==> src/rtl/bootirq_pkg.sv <==
package bootirq_pkg;

    localparam int IF_W = 2;

    typedef enum logic [IF_W-1:0] {
        HOST_NONE = 2'd0,
        HOST_I2C  = 2'd1,
        HOST_SPI  = 2'd2
    } host_if_e;

    typedef enum logic [1:0] {
        HS_IDLE = 2'd0,
        HS_BUSY = 2'd1,
        HS_PEND = 2'd2
    } hs_state_e;

    function automatic logic if_code_ok(input logic [IF_W-1:0] code);
        return (code == HOST_I2C) || (code == HOST_SPI);
    endfunction

endpackage

==> src/rtl/bootirq_if_select.sv <==
module bootirq_if_select
    import bootirq_pkg::*;
(
    input  logic            clk,
    input  logic            rst_n,
    input  logic            cfg_valid_i,
    input  logic [IF_W-1:0] cfg_if_i,
    input  logic            probe_i2c_i,
    input  logic            probe_spi_i,
    input  logic            reinv_req_i,
    input  logic [IF_W-1:0] reinv_if_i,
    output host_if_e        host_sel_o,
    output logic            sel_done_o
);

    typedef struct packed {
        host_if_e sel;
    } sel_regs_t;

    sel_regs_t sel_d, sel_q;

    // Selection is taken once; priority reinvoke > configuration > probes.
    always_comb begin
        sel_d = sel_q;
        if (sel_q.sel == HOST_NONE) begin
            if (reinv_req_i && if_code_ok(reinv_if_i)) begin
                sel_d.sel = host_if_e'(reinv_if_i);
            end else if (cfg_valid_i && if_code_ok(cfg_if_i)) begin
                sel_d.sel = host_if_e'(cfg_if_i);
            end else if (probe_i2c_i) begin
                sel_d.sel = HOST_I2C;
            end else if (probe_spi_i) begin
                sel_d.sel = HOST_SPI;
            end
        end
    end

    always_ff @(posedge clk or negedge rst_n) begin
        if (!rst_n) begin
            sel_q <= '{sel: HOST_NONE};
        end else begin
            sel_q <= sel_d;
        end
    end

    assign host_sel_o = sel_q.sel;
    assign sel_done_o = (sel_q.sel != HOST_NONE);

endmodule

==> src/rtl/bootirq_handshake.sv <==
module bootirq_handshake
    import bootirq_pkg::*;
(
    input  logic clk,
    input  logic rst_n,
    input  logic enable_i,
    input  logic cmd_i,
    input  logic done_i,
    input  logic irq_en_i,
    input  logic read_i,
    output logic pending_o,
    output logic proto_err_o
);

    typedef struct packed {
        hs_state_e st;
        logic      err;
    } hs_regs_t;

    hs_regs_t hs_d, hs_q;

    always_comb begin
        hs_d     = hs_q;
        hs_d.err = 1'b0;
        if (enable_i) begin
            unique case (hs_q.st)
                HS_IDLE: begin
                    if (cmd_i) hs_d.st = HS_BUSY;
                end
                HS_BUSY: begin
                    if (done_i) hs_d.st = irq_en_i ? HS_PEND : HS_IDLE;
                end
                HS_PEND: begin
                    if (read_i) begin
                        hs_d.st = cmd_i ? HS_BUSY : HS_IDLE;
                    end else if (cmd_i) begin
                        hs_d.err = 1'b1;
                    end
                end
                default: hs_d.st = HS_IDLE;
            endcase
        end
    end

    always_ff @(posedge clk or negedge rst_n) begin
        if (!rst_n) begin
            hs_q <= '{st: HS_IDLE, err: 1'b0};
        end else begin
            hs_q <= hs_d;
        end
    end

    assign pending_o   = (hs_q.st == HS_PEND);
    assign proto_err_o = hs_q.err;

endmodule

==> src/rtl/bootirq_pin_drive.sv <==
module bootirq_pin_drive (
    input  logic sel_done_i,
    input  logic pending_i,
    input  logic read_i,
    output logic pin_oe_o,
    output logic pin_out_o
);

    // Release is combinational so the pin rises in the request cycle.
    always_comb begin
        pin_oe_o  = sel_done_i;
        pin_out_o = !(pending_i && !read_i);
    end

endmodule

==> src/rtl/bootirq_pin_ctrl.sv <==
module bootirq_pin_ctrl
    import bootirq_pkg::*;
(
    input  logic            clk,
    input  logic            rst_n,
    input  logic            cfg_valid_i,
    input  logic [IF_W-1:0] cfg_if_i,
    input  logic            probe_i2c_ok_i,
    input  logic            probe_spi_ok_i,
    input  logic            reinvoke_req_i,
    input  logic [IF_W-1:0] reinvoke_if_i,
    input  logic            cmd_received_i,
    input  logic            proc_done_i,
    input  logic            assert_irq_en_i,
    input  logic            resp_read_req_i,
    output logic            pin_oe_o,
    output logic            pin_out_o,
    output logic [IF_W-1:0] host_if_o,
    output logic            proto_err_o
);

    host_if_e host_sel;
    logic     sel_done;
    logic     pending;

    bootirq_if_select u_sel (
        .clk         (clk),
        .rst_n       (rst_n),
        .cfg_valid_i (cfg_valid_i),
        .cfg_if_i    (cfg_if_i),
        .probe_i2c_i (probe_i2c_ok_i),
        .probe_spi_i (probe_spi_ok_i),
        .reinv_req_i (reinvoke_req_i),
        .reinv_if_i  (reinvoke_if_i),
        .host_sel_o  (host_sel),
        .sel_done_o  (sel_done)
    );

    bootirq_handshake u_hs (
        .clk         (clk),
        .rst_n       (rst_n),
        .enable_i    (sel_done),
        .cmd_i       (cmd_received_i),
        .done_i      (proc_done_i),
        .irq_en_i    (assert_irq_en_i),
        .read_i      (resp_read_req_i),
        .pending_o   (pending),
        .proto_err_o (proto_err_o)
    );

    bootirq_pin_drive u_pin (
        .sel_done_i (sel_done),
        .pending_i  (pending),
        .read_i     (resp_read_req_i),
        .pin_oe_o   (pin_oe_o),
        .pin_out_o  (pin_out_o)
    );

    assign host_if_o = host_sel;

endmodule

==> config.mk <==
export PLATFORM = sky130hd
export DESIGN_NAME = bootirq_pin_ctrl
export DESIGN_NICKNAME = d
export VERILOG_FILES = /design/src/rtl/bootirq_pkg.sv /design/src/rtl/bootirq_if_select.sv /design/src/rtl/bootirq_handshake.sv /design/src/rtl/bootirq_pin_drive.sv /design/src/rtl/bootirq_pin_ctrl.sv
export SDC_FILE = /design/constraint.sdc
export NUM_CORES = 1
export LEC_CHECK = 0
export ABC_AREA = 1
export BUFFER_PORTS_ARGS = -buffer_cell sky130_fd_sc_hd__buf_2
export CORE_AREA = 2 2 39 41
export DETAILED_ROUTE_END_ITERATION = 7
export DIE_AREA = 0 0 41 43
export GPL_ROUTABILITY_DRIVEN = 0
export HOLD_SLACK_MARGIN = 0.15
export PLACE_DENSITY = 0.49
export SYNTH_ARGS = -nofsm -noshare
export SYNTH_HDL_FRONTEND = slang
export SYNTH_SLANG_ARGS = --single-unit
==> constraint.sdc <==
create_clock -name clk -period 1.6 [get_ports clk]
set_input_delay 0.24 -clock clk [delete_from_list [all_inputs] [get_ports clk]]
set_output_delay 0.24 -clock clk [all_outputs]
set_load 0.1 [all_outputs]
==> flow_summary.ini <==
[run_status]
outcome = complete, no violations

[drt]
viasPerCell = 3.956
wirelength_microns = 711
drt-pass1-iter-count = 4
detail_route.wl_per_cell_microns = 7.900
ant_nets = 0
route.detailed.drc = 0
vias = 356
drt_iter0_drc = 1

[worst_setup_path]
path_buf_inv = 2
critPathRequiredTime_ns = 1.36
critPathTopFamily = flip-flops
r2r_setup_slack_ns = 0.49
worst-path-stages = 3
max_stage_delay_ns = 0.49
cp.arrival_ns = 1.28
cp-end-kind = primary output
reg2reg_to = u_hs.hs_q[2]$_DFFE_PN0P_
critPathKind = flop to primary output
crit_chain = nor2_4, clkinvlp_4, buf_2
reg2regPathDepth = 6
startpoint_type = flop
reg2reg_from = u_sel.host_sel_o[1]$_DFFE_PN0P_
slowest_stage = dfrtp_4
crit_fanout = 3

[grt]
antenna_found_initial = 0
grt_pass1_vias = 275
grtUsageTotal_pct = 9.567
grt_max_degree = 6
grt_pass1_wl_microns = 1048
overflow = 0

[clock_tree]
cts_setup_buffers = 0
cts_tree = done
root_buffer = clkbuf_4
clock_path_buffers = 2
cts_resized = 0
clkSinkCount = 5
clock_latency_ns = 0.25
cts_max_level = 1
clk_pin_slew_worst_paths_ns = 0.05
numCtsBuffers = 3

[floorplan]
initial_core_util_pct = 24.95
die_area_sq_um = 1763
ios = 19
num_rows = 14
die_y_microns = 43
coreArea_sq_um = 1384
die_w_microns = 41

[logic_synthesis]
yosysSeqAreaShare_pct = 36.23
synth_area_sq_um = 345.3
synthesis.nets = 65
synth_area_per_cell_sq_um = 6.771
ys_warn_count = 0
ys_seq_elements = 5
synth.distinct_cells = 15
synthCells = 51

[timing]
slew_headroom_pct = 67.14
layout_setup_ws_ns = 0.08069
fin_crit_ns = 1.519
tns_ns = 0
whs_ns = 0.2531
fmax_mhz = 658.2
final-max-slew-violation-count = 0
worst_slew_pin_slew_ns = 0.4964
finalCritPeriodShare_pct = 94.96
grt_setup_unrepaired = false
clock_skew_ns = 0.007992
hold_viol_final = 0
setup_viol = 0

[hold_path]
hold_start = cmd_received_i
whs_endpoint = u_hs.proto_err_o$_DFF_PN0_
whs_path_depth = 3
hp-class = input port to flop

[pwr]
peakVddDrop_v = 0.0006155
powerDensity_nw_per_um2 = 1036
p_leak_nw = 0.2968
power_mw = 0.5287

[final_layout]
insertedDiodeCount = 0
drive_gt1_share_pct = 41.89
nNetsFinal = 89
syn_to_final_growth_pct = 47.83
layout_commonest_cell = buf_2
most-common-layout-cells = 18 x buf_2, 14 x nand2_1, 10 x inv_1, 4 x nand3_1, 4 x nor2_1
fin_area_sq_um = 510.5

[placement]
dp_hpwl_microns = 586.1
io_buffers = 18
postPlaceCellArea_sq_um = 474.2
pre_cts_slack_ns = 0.3340

[job]
maxCapViolations = 0
## kinds of logic (layout without fill, tap and decap cells)
family                 after synthesis  in the layout  share of synthesized area, %
AND/OR/NAND/NOR                     30             30                         44.21
AO/OA/AOI/OAI                        4              4                         6.521
buffers and inverters               12             35                         13.04
flip-flops                           5              5                         36.23
## repair_timing
action                     CTS  global route
setup endpoints to repair    0             0
hold buffers                 1             0
hold endpoints to repair     5             0
## sequential cells by signal, indices dropped and copies added (netlist names)
register          count
u_sel.host_sel_o      2
u_hs.hs_q             2
u_hs.proto_err_o      1
## final cells by class
| cell class | instances | area [sq um] |
|---|---|---|
| Tap cell | 16 | 20.02 |
| Fill cell | 157 | 873.3 |
| Inverter | 12 | 48.80 |
| Clock buffer | 4 | 26.28 |
| Timing Repair Buffer | 19 | 100.1 |
| Multi-Input combinational cell | 34 | 182.7 |
| Sequential cell | 5 | 132.6 |
## per-stage QoR
| step | utilization (%) | std cells |
|---|---|---|
| 3_3_place_gp | 34.27 | 85 |
| 3_5_place_dp | 34.27 | 85 |
| 4_1_cts | 36.89 | 90 |
| 6_report | 36.89 | 90 |
| 5_1_grt | 36.89 | 90 |
| 2_1_floorplan | - | 51 |
## per-layer routing
layer  vias to the layer above  GRT usage (%)  part of all wire (%)
met1                       143          10.71                    47
met2                        12          12.81                    43
met3                         0          7.853                    10
met4                         0          4.000                     0
met5                         -              0                     0
li1                        201              -                     -
## power breakdown
part | switching, mW | internal, mW | total (mW) | leakage (nW)
combinational | 0.126 | 0.0760 | 0.202 | 0.222
sequential | 0.0281 | 0.150 | 0.178 | 0.0601
clock | 0.0544 | 0.0945 | 0.149 | 0.0150
total | 0.208 | 0.321 | 0.529 | 0.297
## worst max-delay path by stage
stage | start | end
2_1_floorplan | u_sel.host_sel_o[1]$_DFFE_PN0P_ | u_hs.hs_q[1]$_DFFE_PN0P_
3_3_place_gp | u_sel.host_sel_o[1]$_DFFE_PN0P_ | pin_oe_o
3_5_place_dp | u_sel.host_sel_o[1]$_DFFE_PN0P_ | pin_oe_o
4_1_cts | u_sel.host_sel_o[1]$_DFFE_PN0P_ | pin_oe_o
5_1_grt | u_sel.host_sel_o[1]$_DFFE_PN0P_ | pin_oe_o
6_report | u_sel.host_sel_o[1]$_DFFE_PN0P_ | pin_oe_o
## cell usage after synthesis
cell type / count / area share [%]
and3_2: 1 / 2.2
nand3_1: 4 / 5.8
nor3_1: 2 / 2.9
o21ai_1: 2 / 2.9
o21bai_1: 1 / 2.2
nor3_4: 1 / 4.7
nor2_1: 5 / 5.4
dfrtp_1: 5 / 36
nand2_2: 1 / 1.8
inv_1: 11 / 12
a21oi_1: 1 / 1.4
nor3_2: 1 / 2.9
inv_2: 1 / 1.1
nand2_1: 14 / 15
nand3b_2: 1 / 3.3
## tightest hold or removal path: cells and delay by family
| kind | cells | cell delay [ns] |
|---|---|---|
| simple gates | 1 | 0.05 |
| buf+inv | 2 | 0.16 |
Power figures use the tool's default switching activity.
